`config.mk`:
```
export PLATFORM = sky130hd
export DESIGN_NAME = cfg_port_unlock
export DESIGN_NICKNAME = d
export VERILOG_FILES = /design/src/rtl/cfg_port_pkg.sv /design/src/rtl/cfg_unlock_fsm.sv /design/src/rtl/cfg_ldev_bank.sv /design/src/rtl/cfg_port_unlock.sv
export SDC_FILE = /design/constraint.sdc
export NUM_CORES = 1
export LEC_CHECK = 0
export BUFFER_PORTS_ARGS = -buffer_cell sky130_fd_sc_hd__buf_2
export CAP_MARGIN = 20
export CORE_ASPECT_RATIO = 0.8
export CORE_MARGIN = 2
export CORE_UTILIZATION = 35
export CTS_CLUSTER_SIZE = 40
export DETAILED_ROUTE_END_ITERATION = 6
export GPL_TIMING_DRIVEN = 1
export PLACE_DENSITY = 0.6
export SYNTH_ARGS = -nofsm -noshare
export SYNTH_HDL_FRONTEND = slang
export SYNTH_SLANG_ARGS = --single-unit
```
`constraint.sdc`:
```
create_clock -name clk_i -period 3 [get_ports clk_i]
set_input_delay 0.3 -clock clk_i [delete_from_list [all_inputs] [get_ports clk_i]]
set_output_delay 0.3 -clock clk_i [all_outputs]
set_load 0.005 [all_outputs]
```
`src/rtl/cfg_port_pkg.sv`:
```
package cfg_port_pkg;
  localparam logic [7:0] UNLOCK_KEY   = 8'h87;
  localparam logic [7:0] LOCK_KEY     = 8'hAA;

  localparam logic [7:0] REG_LDN      = 8'h07;
  localparam logic [7:0] REG_CHIP_HI  = 8'h20;
  localparam logic [7:0] REG_CHIP_LO  = 8'h21;
  localparam logic [7:0] REG_VEND_HI  = 8'h23;
  localparam logic [7:0] REG_VEND_LO  = 8'h24;
  localparam logic [7:0] REG_PORT_SEL = 8'h26;
  localparam logic [7:0] REG_DEV_EN   = 8'h30;
  localparam logic [7:0] REG_BASE_HI  = 8'h60;
  localparam logic [7:0] REG_BASE_LO  = 8'h61;
  localparam logic [7:0] REG_IRQ      = 8'h70;

  localparam int IRQ_W  = 4;
  localparam int BASE_W = 16;

  typedef enum logic [1:0] {
    ST_LOCKED = 2'd0,
    ST_ARMED  = 2'd1,
    ST_OPEN   = 2'd2
  } lock_state_e;

  typedef struct packed {
    logic              en;
    logic [BASE_W-1:0] base;
    logic [IRQ_W-1:0]  irq;
  } bank_t;

  function automatic logic is_bank_reg(input logic [7:0] r);
    return (r == REG_DEV_EN) || (r == REG_BASE_HI) ||
           (r == REG_BASE_LO) || (r == REG_IRQ);
  endfunction
endpackage

```
`src/rtl/cfg_unlock_fsm.sv`:
```
module cfg_unlock_fsm
  import cfg_port_pkg::*;
(
  input  logic       clk_i,
  input  logic       rst_ni,
  input  logic       idx_wr_i,
  input  logic [7:0] wdata_i,
  output logic       open_o,
  output logic [7:0] reg_sel_o
);
  lock_state_e state_q, state_d;
  logic [7:0]  idx_q, idx_d;

  always_comb begin
    state_d = state_q;
    idx_d   = idx_q;
    if (idx_wr_i) begin
      unique case (state_q)
        ST_LOCKED: state_d = (wdata_i == UNLOCK_KEY) ? ST_ARMED : ST_LOCKED;
        ST_ARMED:  state_d = (wdata_i == UNLOCK_KEY) ? ST_OPEN  : ST_LOCKED;
        ST_OPEN: begin
          if (wdata_i == LOCK_KEY) state_d = ST_LOCKED;
          else                     idx_d   = wdata_i;
        end
        default:   state_d = ST_LOCKED;
      endcase
    end
  end

  always_ff @(posedge clk_i or negedge rst_ni) begin
    if (!rst_ni) begin
      state_q <= ST_LOCKED;
      idx_q   <= 8'h00;
    end else begin
      state_q <= state_d;
      idx_q   <= idx_d;
    end
  end

  assign open_o    = (state_q == ST_OPEN);
  assign reg_sel_o = idx_q;

  // a write seen in the locked state can never open the space directly
  a_r2_no_single_unlock: assert property (@(posedge clk_i) disable iff (!rst_ni)
    (state_q == ST_LOCKED && idx_wr_i) |=> !open_o);

  // a non-key index write while not open restarts the sequence
  a_r3_restart: assert property (@(posedge clk_i) disable iff (!rst_ni)
    (!open_o && idx_wr_i && wdata_i != UNLOCK_KEY) |=> (state_q == ST_LOCKED));

  // exit byte locks
  a_r4_exit_locks: assert property (@(posedge clk_i) disable iff (!rst_ni)
    (open_o && idx_wr_i && wdata_i == LOCK_KEY) |=> !open_o);

  // index register only moves while open
  a_r4_idx_hold_locked: assert property (@(posedge clk_i) disable iff (!rst_ni)
    (!open_o) |=> $stable(reg_sel_o));
endmodule

```
`src/rtl/cfg_ldev_bank.sv`:
```
module cfg_ldev_bank
  import cfg_port_pkg::*;
(
  input  logic       clk_i,
  input  logic       rst_ni,
  input  logic       wr_i,
  input  logic [7:0] reg_i,
  input  logic [7:0] wdata_i,
  output bank_t      bank_o
);
  bank_t bank_q;

  always_ff @(posedge clk_i or negedge rst_ni) begin
    if (!rst_ni) begin
      bank_q <= '0;
    end else if (wr_i) begin
      unique case (reg_i)
        REG_DEV_EN:  bank_q.en         <= wdata_i[0];
        REG_BASE_HI: bank_q.base[15:8] <= wdata_i;
        REG_BASE_LO: bank_q.base[7:0]  <= wdata_i;
        REG_IRQ:     bank_q.irq        <= wdata_i[IRQ_W-1:0];
        default: ;
      endcase
    end
  end

  assign bank_o = bank_q;

  // an unselected or blocked bank keeps its contents
  a_r7_bank_hold: assert property (@(posedge clk_i) disable iff (!rst_ni)
    (!wr_i) |=> $stable(bank_o));
endmodule

```
`src/rtl/cfg_port_unlock.sv`:
```
module cfg_port_unlock
  import cfg_port_pkg::*;
#(
  parameter logic [15:0] INDEX_PORT = 16'h004E,
  parameter int          NUM_LDEV   = 8,
  parameter logic [15:0] CHIP_ID    = 16'h5A31,
  parameter logic [15:0] VENDOR_ID  = 16'h3C5A
) (
  input  logic        clk_i,
  input  logic        rst_ni,
  input  logic        io_wr_i,
  input  logic        io_rd_i,
  input  logic [15:0] io_addr_i,
  input  logic [7:0]  io_wdata_i,
  output logic [7:0]  io_rdata_o
);
  localparam int          LDEV_W    = (NUM_LDEV > 1) ? $clog2(NUM_LDEV) : 1;
  localparam logic [15:0] DATA_PORT = INDEX_PORT + 16'd1;

  logic       hit_idx, hit_dat, idx_wr, dat_wr, dat_rd;
  logic       cfg_open;
  logic [7:0] reg_sel;
  logic [LDEV_W-1:0] ldn_q;
  bank_t      banks [NUM_LDEV];
  bank_t      cur_bank;
  logic       ldn_wr_ok;

  assign hit_idx = (io_addr_i == INDEX_PORT);
  assign hit_dat = (io_addr_i == DATA_PORT);
  assign idx_wr  = io_wr_i && hit_idx;
  assign dat_wr  = io_wr_i && hit_dat;
  assign dat_rd  = io_rd_i && hit_dat && cfg_open;

  cfg_unlock_fsm u_fsm (
    .clk_i     (clk_i),
    .rst_ni    (rst_ni),
    .idx_wr_i  (idx_wr),
    .wdata_i   (io_wdata_i),
    .open_o    (cfg_open),
    .reg_sel_o (reg_sel)
  );

  assign ldn_wr_ok = dat_wr && cfg_open && (reg_sel == REG_LDN) &&
                     (int'(io_wdata_i) < NUM_LDEV);

  // Locked data writes drop the selector back to device 0
  always_ff @(posedge clk_i or negedge rst_ni) begin
    if (!rst_ni)                 ldn_q <= '0;
    else if (dat_wr && !cfg_open) ldn_q <= '0;
    else if (ldn_wr_ok)          ldn_q <= io_wdata_i[LDEV_W-1:0];
  end

  for (genvar g = 0; g < NUM_LDEV; g++) begin : g_bank
    logic bank_wr;
    assign bank_wr = dat_wr && cfg_open && is_bank_reg(reg_sel) &&
                     (int'(ldn_q) == g);
    cfg_ldev_bank u_bank (
      .clk_i   (clk_i),
      .rst_ni  (rst_ni),
      .wr_i    (bank_wr),
      .reg_i   (reg_sel),
      .wdata_i (io_wdata_i),
      .bank_o  (banks[g])
    );
  end

  always_comb begin
    cur_bank = '0;
    for (int i = 0; i < NUM_LDEV; i++)
      if (int'(ldn_q) == i) cur_bank = banks[i];
  end

  always_comb begin
    io_rdata_o = 8'hFF;
    if (dat_rd) begin
      unique case (reg_sel)
        REG_LDN:      io_rdata_o = 8'(ldn_q);
        REG_CHIP_HI:  io_rdata_o = CHIP_ID[15:8];
        REG_CHIP_LO:  io_rdata_o = CHIP_ID[7:0];
        REG_VEND_HI:  io_rdata_o = VENDOR_ID[15:8];
        REG_VEND_LO:  io_rdata_o = VENDOR_ID[7:0];
        REG_PORT_SEL: io_rdata_o = INDEX_PORT[7:0];
        REG_DEV_EN:   io_rdata_o = {7'b0, cur_bank.en};
        REG_BASE_HI:  io_rdata_o = cur_bank.base[15:8];
        REG_BASE_LO:  io_rdata_o = cur_bank.base[7:0];
        REG_IRQ:      io_rdata_o = 8'(cur_bank.irq);
        default:      io_rdata_o = 8'h00;
      endcase
    end
  end

  // locked space reads as all ones
  a_r5_locked_reads_ff: assert property (@(posedge clk_i) disable iff (!rst_ni)
    (io_rd_i && !cfg_open) |-> (io_rdata_o == 8'hFF));

  // locked data write clears the selector
  a_r9_locked_wr_clears_ldn: assert property (@(posedge clk_i) disable iff (!rst_ni)
    (dat_wr && !cfg_open) |=> (ldn_q == '0));

  // out-of-range selector write is dropped
  a_r6_ldn_range: assert property (@(posedge clk_i) disable iff (!rst_ni)
    (dat_wr && cfg_open && reg_sel == REG_LDN && int'(io_wdata_i) >= NUM_LDEV)
    |=> $stable(ldn_q));

  // selector never leaves the implemented range
  a_r6_ldn_bound: assert property (@(posedge clk_i) disable iff (!rst_ni)
    int'(ldn_q) < NUM_LDEV);
endmodule

```
==> run_results.csv, run 1 <==
group,metric,value,unit
hold_path,hold_class,"primary input to register",
synthesis,synthCells,728,
worst_setup_path,r2r-end,"g_bank[3].u_bank.bank_o[18]$_DFFE_PN0P_",
clock_tree,clk_latency,0.45,ns
drt,vias,6405,
synthesis,yosysSeqAreaShare,0.505,
hold_path,whs_endpoint,"ldn_q[2]$_DFFE_PN0P_",
grt,grt_max_degree,67,
cells_and_area,multi_input_area,0.00423,mm²
placement,place_hpwl,17200,µm
cells_and_area,syn2layout_area_growth,16.1,%
clock_tree,clockBufferDepth,2,
worst_setup_path,cp-start-kind,"register",
drt,antenna_left,0,
worst_setup_path,required,2.70,ns
worst_setup_path,crit_family,"buffers and inverters",
placement,gp_congestion,0.885,
sta,maxSlewViolCount,0,
synthesis,synth_fp_nets,756,
sta,fin_crit_sh,0.967,
synthesis,synthArstFlopShare,1.00,
worst_setup_path,crit_path_top_delay_cell,"dfrtp_2",
worst_setup_path,reg2reg_slack,0.34,ns
worst_setup_path,crit_top_cell,"buf_4",
clock_tree,cts_sinks,181,
placement,pre_cts_ws,0.313,ns
worst_setup_path,slowest_delay,0.44,ns
cells_and_area,final_cell_mix,"dfrtp_1, mux2_2, buf_4",
drt,routed_wirelength,25600,µm
clock_tree,cts_tree,"built",
pwr,p_total,4.81,mW
synthesis,synthTopCellsByArea,"dfrtp_1, mux2_2, mux4_2",
pwr,power.leakage,4.71,nW
worst_setup_path,path_cells,"buf_12 > buf_4 > nor2b_1 > buf_4 > a22oi_1 > mux2i_1 > o21ai_0 > o2111ai_1 > buf_2",
die,core-area,0.0252,mm²
sta,setup_violations,0,
synthesis,ys_seq_elements,181,
drt,viasPerCell,5.75,
flow_run,maxCapViolCount,0,
clock_tree,clk_pin_slew,0.07,ns
grt,antenna_found_initial,0,
grt,grt_first_pass_wirelength,39300,µm
cells_and_area,n_fill_cell,2414,
clock_tree,htree_num_levels,4,
sta,clock_skew,0.0115,ns
cells_and_area,register_area,0.00454,mm²
synthesis,synth_top_area_share,0.505,
die,num_rows,52,
worst_setup_path,crit_cells,9,
pwr,power.density,462,mW/mm²
worst_setup_path,crit_buf_inv,4,
synthesis,ys.warnings.count,0,
hold_path,min-delay-start,"io_addr_i[12]",
die,die_w,183,µm
die,start_util,0.355,
grt,grtUsageTotal,0.195,
sta,max_freq,0.345,GHz
cells_and_area,drive_above_1_share,0.418,
drt,drc,0,
worst_setup_path,worstSetupPathType,"register to output pin",
cells_and_area,final_cell_area,0.0104,mm²
cells_and_area,num-nets-final,805,
placement,port_buffers,35,
hold_path,whs_path_depth,5,
pwr,peakVddDrop,0.000405,V
grt,grt_overflow,0,
clock_tree,clockRootBuffer,"clkbuf_16",
drt,drtPass1Iterations,5,
sta,setup_tns,0,ns
worst_setup_path,rr_worst_depth,5,
sta,finalHoldViolations,0,
die,fp.dieArea,0.0269,mm²
placement,place_area,0.00974,mm²
sta,fin_crit,2.90,ns
synthesis,synth-main-ff-cell,"dfrtp_1",
grt,grt_pass1_vias,6280,
drt,drt-initial-drc-count,654,
synthesis,yosysUniqueCellTypes,58,
drt,wl_per_cell,23.0,µm
synthesis,yosys.area.top_type,"dfrtp_1",
worst_setup_path,endpoint_kind,"output pin",
sta,tightest_slew,0.660,ns
status,outcome,"finished clean",
cells_and_area,insertedDiodeCount,0,
worst_setup_path,critPathMaxFanout,35,
worst_setup_path,cp.arrival,2.60,ns
sta,worst_slack,0.0978,ns
synthesis,synth_area,0.00897,mm²
cells_and_area,postLayoutCoreUtil,0.412,
sta,maxSlewHeadroom,0.560,
synthesis,avgSynthCellArea,12.3,µm²
sta,rsz0062_at_grt,"false",
clock_tree,cts_buffers,17,
die,ios,36,
cells_and_area,layout_commonest_cell,"dfrtp_1",
die,die_h,147,µm
synthesis,synth_edf_count,0,
worst_setup_path,timing.rr.start,"u_fsm.reg_sel_o[2]$_DFFE_PN0P_",
synthesized netlist by cell type, types with 6 or more instances:
master,n
nor2_1,28
a22oi_1,10
nor2b_1,8
buf_2,6
clkbuf_1,37
nand2_1,30
a21oi_1,18
nand2b_1,6
o31ai_1,11
mux2_2,176
mux4_2,12
o221ai_1,7
nand3_1,12
nand4_1,9
o22ai_1,7
buf_1,9
o21ai_0,33
inv_1,8
dfrtp_1,181
nor2_2,17
mux2i_1,23
worst min-delay path, cell delays in order:
cell and delay [ns]:
buf_2 0.09, nor4_1 0.05, nand4_1 0.15, o21ai_0 0.11, o31ai_1 0.06
cell type report:
type,instances,share of cell area
Clock inverter,13,0.0121
Clock buffer,19,0.0435
Inverter,8,0.00288
Multi-Input combinational cell,487,0.406
Sequential cell,181,0.436
Timing Repair Buffer,82,0.0608
Tap cell,324,0.0389
kinds of logic (layout without fill, tap and decap cells):
logic type	after synthesis	after routing	synth area share
muxes	216	216	0.283
buffers and inverters	60	122	0.0260
AOI/OAI and AO/OA	123	123	0.0918
and+or+nand+nor	146	146	0.0921
DFF	181	181	0.505
xor gates and xnor gates	2	2	0.00195
per-stage QoR:
stage	hold WS (ns)	cells
after floorplan	0.00441	728
after global placement	0.332	1078
after detailed placement	0.333	1078
after CTS	0.325	1111
after global routing	0.382	1114
final	0.342	1114
repair_timing:
item / CTS / global route
buffers inserted: 0 / 2
resized for setup: 3 / 5
pin swaps: 0 / 1
hold endpoints to repair: 62 / 0
endpoints found under the setup margin: 4 / 7
cloned: 0 / 1
hold buffers: 1 / 0
power by group:
| group | internal, mW | total [mW] | leakage (nW) | switching [mW] |
|---|---|---|---|---|
| clock network | 1.15 | 2.24 | 0.283 | 1.09 |
| logic | 0.0258 | 0.136 | 1.90 | 0.110 |
| registers | 2.44 | 2.44 | 2.52 | 0.000000515 |
| total | 3.61 | 4.81 | 4.71 | 1.20 |
worst max path at each step:
| stage | from | endpoint | slack [ns] |
|---|---|---|---|
| floorplan | ldn_q[1]$_DFFE_PN0P_ | io_rdata_o[3] | 0.77 |
| global placement | io_addr_i[13] | g_bank[3].u_bank.bank_o[18]$_DFFE_PN0P_ | 0.37 |
| detailed placement | io_addr_i[13] | g_bank[3].u_bank.bank_o[14]$_DFFE_PN0P_ | 0.31 |
| CTS | ldn_q[1]$_DFFE_PN0P_ | io_rdata_o[4] | -0.02 |
| global route | ldn_q[1]$_DFFE_PN0P_ | io_rdata_o[4] | 0.004 |
| finish | ldn_q[0]$_DFFE_PN0P_ | io_rdata_o[1] | 0.1 |
flip-flops by register name, summed over array words and instances, names as in the netlist:
name / flops
g_bank.u_bank.bank_o: 168
u_fsm.reg_sel_o: 8
ldn_q: 3
u_fsm.state_q: 2
metal layers:
| metal | vias to the layer above | GRT usage | routed length, µm |
|---|---|---|---|
| li1 | 2826 | - | - |
| met1 | 3290 | 0.307 | 12700 |
| met2 | 265 | 0.268 | 10600 |
| met3 | 24 | 0.0387 | 2030 |
| met4 | 0 | 0.0540 | 345 |
| met5 | - | 0 | 0 |
(Power assumes the default switching activity.)
==> inputs of run 2 (changes only) <==
Settings changed: CORE_UTILIZATION 35 to 50, PLACE_DENSITY 0.6 to 0.77.
==> run 2 against run 1 <==
Compared with the run above: via count up 3.3%; largest cell class unchanged; non-clock buffer count down 8; register-to-register slack got worse by 0.18 ns; clock skew is 0.00080 ns lower; fmax shrank 3.0%; hold slack improved by 0.0056 ns; global-route usage is 7.8 points higher; critical path type unchanged; clock power rose by 10%; clock-buffer cell count unchanged; routed wire length fell by 2.4%; sequential power about the same.
==> run_results.csv, run 2 (same netlist as run 1, synthesis figures left out) <==
group,metric,value,unit
status,outcome,"finished clean",
die,die_h,124,µm
sta,maxSlewHeadroom,0.447,
die,fp.dieArea,0.0190,mm²
clock_tree,cts_tree,"built",
worst_setup_path,worstSetupPathType,"register to output pin",
sta,finalHoldViolations,0,
clock_tree,htree_num_levels,4,
grt,antenna_found_initial,0,
clock_tree,clk_pin_slew,0.07,ns
die,die_w,154,µm
pwr,power.leakage,4.68,nW
drt,routed_wirelength,25000,µm
sta,clock_skew,0.0107,ns
die,ios,36,
cells_and_area,postLayoutCoreUtil,0.587,
worst_setup_path,critPathLaunch,"u_fsm.reg_sel_o[1]$_DFFE_PN0P_",
hold_path,min-delay-start,"io_addr_i[15]",
drt,drtPass1Iterations,5,
sta,hold_slack,0.348,ns
hold_path,hold_class,"primary input to register",
placement,pre_cts_ws,0.247,ns
clock_tree,clockRootBuffer,"clkbuf_16",
cells_and_area,final_cell_mix,"dfrtp_1, mux2_2, buf_2",
cells_and_area,syn2layout_area_growth,14.2,%
placement,place_hpwl,16500,µm
placement,gp_congestion,0.919,
clock_tree,clk_latency,0.44,ns
worst_setup_path,cp.arrival,2.69,ns
cells_and_area,num-nets-final,797,
flow_run,maxCapViolCount,0,
sta,tightest_slew,0.829,ns
sta,worst_slack,0.00708,ns
cells_and_area,layout_commonest_cell,"dfrtp_1",
cells_and_area,largest_reg_flops,168,
die,start_util,0.514,
sta,max_freq,0.334,GHz
drt,wl_per_cell,24.8,µm
cells_and_area,insertedDiodeCount,0,
die,num_rows,43,
pwr,peakVddDrop,0.000373,V
worst_setup_path,cp-start-kind,"register",
cells_and_area,n_fill_cell,1354,
worst_setup_path,endpoint_kind,"output pin",
sta,fin_crit,2.99,ns
sta,fin_crit_sh,0.998,
drt,antenna_left,0,
worst_setup_path,required,2.70,ns
drt,drt-initial-drc-count,853,
clock_tree,cts_buffers,17,
placement,port_buffers,35,
sta,setup_violations,0,
worst_setup_path,critPathMaxFanout,7,
drt,viasPerCell,6.57,
grt,grtUsageTotal,0.273,
grt,grt_max_degree,86,
sta,rsz0062_at_grt,"false",
worst_setup_path,timing.rr.start,"u_fsm.reg_sel_o[1]$_DFFE_PN0P_",
drt,vias,6619,
clock_tree,clockBufferDepth,2,
grt,grt_overflow,0,
pwr,power.density,492,mW/mm²
sta,setup_tns,0,ns
sta,maxSlewViolCount,0,
clock_tree,cts_sinks,181,
grt,grt_pass1_vias,6699,
drt,drc,0,
grt,grt_first_pass_wirelength,39400,µm
die,core-area,0.0174,mm²
cells_and_area,drive_above_1_share,0.413,
==> run 2: repair_timing <==
item | CTS | global route
hold endpoints to repair | 83 | 0
gates resized for setup | 4 | 4
hold buffers | 1 | 0
setup endpoints to repair | 8 | 3
setup buffers | 1 | 2
pin swaps | 0 | 0
==> run 2: per-layer routing <==
metal / track usage / part of all wire / up-vias
met3: 0.0518 / 0.096 / 55
met1: 0.395 / 0.43 / 3377
met4: 0.0894 / 0.024 / 0
li1: - / - / 2783
met5: 0 / 0 / -
met2: 0.419 / 0.45 / 404
==> run 2: stage by stage <==
| step | cells | power, mW | instance area, µm² |
|---|---|---|---|
| final | 1007 | 5.04 | 10200 |
| after global placement | 971 | 2.61 | 9520 |
| after CTS | 1005 | 5.04 | 10200 |
| after detailed placement | 971 | 2.62 | 9520 |
| after global routing | 1007 | 5.16 | 10200 |
| after floorplan | 728 | 2.52 | 8970 |
==> run 2: path summary, 6_finish.rpt <==
| path | to | slack, ns | depth (start not counted) |
|---|---|---|---|
| min reg2reg | g_bank[3].u_bank.bank_o[5]$_DFFE_PN0P_ | 0.49 | 1 |
| max | io_rdata_o[2] | 0.007 | 6 |
| max in group asynchronous | g_bank[2].u_bank.bank_o[19]$_DFFE_PN0P_ | 1.59 | 3 |
| max reg2reg | g_bank[6].u_bank.bank_o[13]$_DFFE_PN0P_ | 0.16 | 5 |
| min in group asynchronous | ldn_q[2]$_DFFE_PN0P_ | 0.49 | 2 |
| min | ldn_q[0]$_DFFE_PN0P_ | 0.35 | 5 |
==> run 2: critical path: stages (launching register included) <==
cell and delay (ns):
dfrtp_1 0.48, nor4b_4 0.44, nand4_1 0.33, a221oi_1 0.50
a21oi_1 0.09, o2111ai_1 0.23, buf_2 0.19
==> run 2: power by group <==
group / switching (mW) / total, mW / internal (mW)
registers: 0.00000131 / 2.44 / 2.44
clock network: 1.01 / 2.47 / 1.45
logic: 0.109 / 0.134 / 0.0242
total: 1.12 / 5.04 / 3.92
==> run 2: cell type report <==
| cell class | count | area, µm² | share of cell area |
|---|---|---|---|
| Clock inverter | 13 | 194 | 0.0189 |
| Timing Repair Buffer | 74 | 510 | 0.0499 |
| Tap cell | 225 | 282 | 0.0275 |
| Sequential cell | 181 | 4540 | 0.443 |
| Inverter | 8 | 30.0 | 0.00293 |
| Clock buffer | 19 | 453 | 0.0442 |
| Multi-Input combinational cell | 487 | 4230 | 0.413 |
==> inputs of run 3 (changes only) <==
Settings changed: BUFFER_PORTS_ARGS -buffer_cell sky130_fd_sc_hd__buf_2 to -buffer_cell sky130_fd_sc_hd__buf_4.
==> run 3 against run 2 <==
Compared with the run above: worst setup slack improved by 0.023 ns; highest routed layer unchanged; power decreased by 5.3%; clock power decreased by 11%.
==> run_results.csv, run 3 (same netlist as run 1, synthesis figures left out) <==
group,metric,value,unit
status,outcome,"finished clean",
placement,port_buffers,35,
clock_tree,htree_num_levels,4,
grt,grt_overflow,0,
drt,drtPass1Iterations,7,
cells_and_area,insertedDiodeCount,0,
flow_run,maxCapViolCount,0,
clock_tree,clk_latency,0.44,ns
hold_path,whs_path_depth,2,
cells_and_area,syn2layout_area_growth,14.8,%
placement,place_area,0.00961,mm²
pwr,power.density,463,mW/mm²
sta,maxSlewHeadroom,0.593,
drt,drc,0,
cells_and_area,final_cell_mix,"dfrtp_1, mux2_2, buf_4",
die,core-area,0.0174,mm²
worst_setup_path,endpoint_kind,"output pin",
worst_setup_path,crit_top_cell,"buf_4",
die,fp.dieArea,0.0190,mm²
cells_and_area,final_cell_area,0.0103,mm²
worst_setup_path,crit_path_top_delay_cell,"dfrtp_4",
drt,drt-initial-drc-count,775,
placement,dp.cells,970,
die,num_rows,43,
die,die_w,154,µm
sta,fin_crit_sh,0.990,
worst_setup_path,path_cells,"buf_4 > nand2b_2 > o22ai_1 > o21ai_0 > a221oi_1 > o221ai_1 > buf_4",
sta,setup_violations,0,
cells_and_area,register_area,0.00454,mm²
drt,wl_per_cell,24.4,µm
worst_setup_path,rr_worst_depth,5,
cells_and_area,multi_input_area,0.00424,mm²
pwr,peakVddDrop,0.000272,V
worst_setup_path,cp-start-kind,"register",
clock_tree,cts_sinks,181,
worst_setup_path,crit_cells,7,
pwr,power.leakage,4.70,nW
sta,hold_slack,0.323,ns
worst_setup_path,critPathMaxFanout,9,
cells_and_area,drive_above_1_share,0.417,
cells_and_area,postLayoutCoreUtil,0.591,
drt,antenna_left,0,
worst_setup_path,slowest_delay,0.55,ns
clock_tree,cts_buffers,17,
cells_and_area,layoutNonFillerInstCount,1011,
clock_tree,clockRootBuffer,"clkbuf_16",
drt,vias,6654,
die,ios,36,
sta,max_freq,0.337,GHz
sta,clock_skew,0.0101,ns
grt,grt_pass1_vias,6881,
worst_setup_path,cp.arrival,2.67,ns
clock_tree,clk_pin_slew,0.07,ns
grt,grt_first_pass_wirelength,39200,µm
grt,grt_max_degree,72,
worst_setup_path,crit_buf_inv,2,
cells_and_area,num-nets-final,801,
worst_setup_path,required,2.70,ns
sta,finalHoldViolations,0,
hold_path,hold_class,"primary input to register",
clock_tree,clockBufferDepth,2,
drt,viasPerCell,6.58,
sta,rsz0062_at_grt,"false",
worst_setup_path,worstSetupPathType,"register to output pin",
placement,gp_congestion,1.07,
sta,fin_crit,2.97,ns
die,start_util,0.514,
worst_setup_path,crit_family,"compound AO/OA/AOI/OAI gates",
cells_and_area,n_fill_cell,1330,
drt,routed_wirelength,24700,µm
sta,tightest_slew,0.609,ns
cells_and_area,largest_reg_flops,168,
placement,place_hpwl,16800,µm
grt,grtUsageTotal,0.272,
cells_and_area,layout_commonest_cell,"dfrtp_1",
clock_tree,cts_tree,"built",
sta,maxSlewViolCount,0,
die,die_h,124,µm
grt,antenna_found_initial,0,
## run 3: worst reg2reg max path, cell delays in order (launching register included)
cell and delay [ns]:
dfrtp_1 0.47, nor4b_4 0.42, and4_1 0.42, nand4_4 0.23, nor2_2 0.51, mux2_2 0.41
## run 3: routing by layer
| layer | GRT usage | up-vias | part of all wire |
|---|---|---|---|
| met3 | 0.0818 | 86 | 0.10 |
| met2 | 0.410 | 384 | 0.44 |
| met4 | 0.111 | 0 | 0.037 |
| met5 | 0 | - | 0 |
| met1 | 0.373 | 3371 | 0.42 |
| li1 | - | 2813 | - |
## run 3: cell type report
type | count | share of cell area
clock buffer | 20 | 0.0443
sequential | 181 | 0.441
clock inverter | 12 | 0.0113
tap | 225 | 0.0273
inverter | 8 | 0.00328
timing repair buffer | 78 | 0.0618
multi-input combinational | 487 | 0.411
## run 3: repair_timing
item,4_1_cts,5_1_grt
setup buffers,6,2
pin swaps,0,1
resized for setup,3,10
setup endpoints to repair,5,6
hold endpoints to repair,44,0
hold buffers,1,0
## run 3: power by group
part / switching, mW / total [mW] / internal (mW)
Clock: 0.987 / 2.19 / 1.20
Combinational: 0.111 / 0.146 / 0.0342
Sequential: 0.000000904 / 2.44 / 2.44
## run 3: final timing paths
check	start	endpoint	slack, ns
max in group asynchronous	rst_ni	g_bank[5].u_bank.bank_o[12]$_DFFE_PN0P_	1.80
max reg2reg	u_fsm.reg_sel_o[1]$_DFFE_PN0P_	g_bank[3].u_bank.bank_o[9]$_DFFE_PN0P_	0.42
min in group asynchronous	rst_ni	g_bank[7].u_bank.bank_o[2]$_DFFE_PN0P_	0.37
min	io_wdata_i[7]	g_bank[6].u_bank.bank_o[11]$_DFFE_PN0P_	0.32
max	ldn_q[1]$_DFFE_PN0P_	io_rdata_o[3]	0.03
min reg2reg	g_bank[6].u_bank.bank_o[11]$_DFFE_PN0P_	g_bank[6].u_bank.bank_o[11]$_DFFE_PN0P_	0.50
## run 3: stage by stage
stage          total power [mW]  setup slack (ns)  TNS (ns)
2_1_floorplan              2.52             0.768         0
3_3_place_gp               2.62             0.329         0
3_5_place_dp               2.63             0.247         0
4_1_cts                    4.78          -0.00561  -0.00561
5_1_grt                    4.90           0.00325         0
6_report                   4.77            0.0304         0
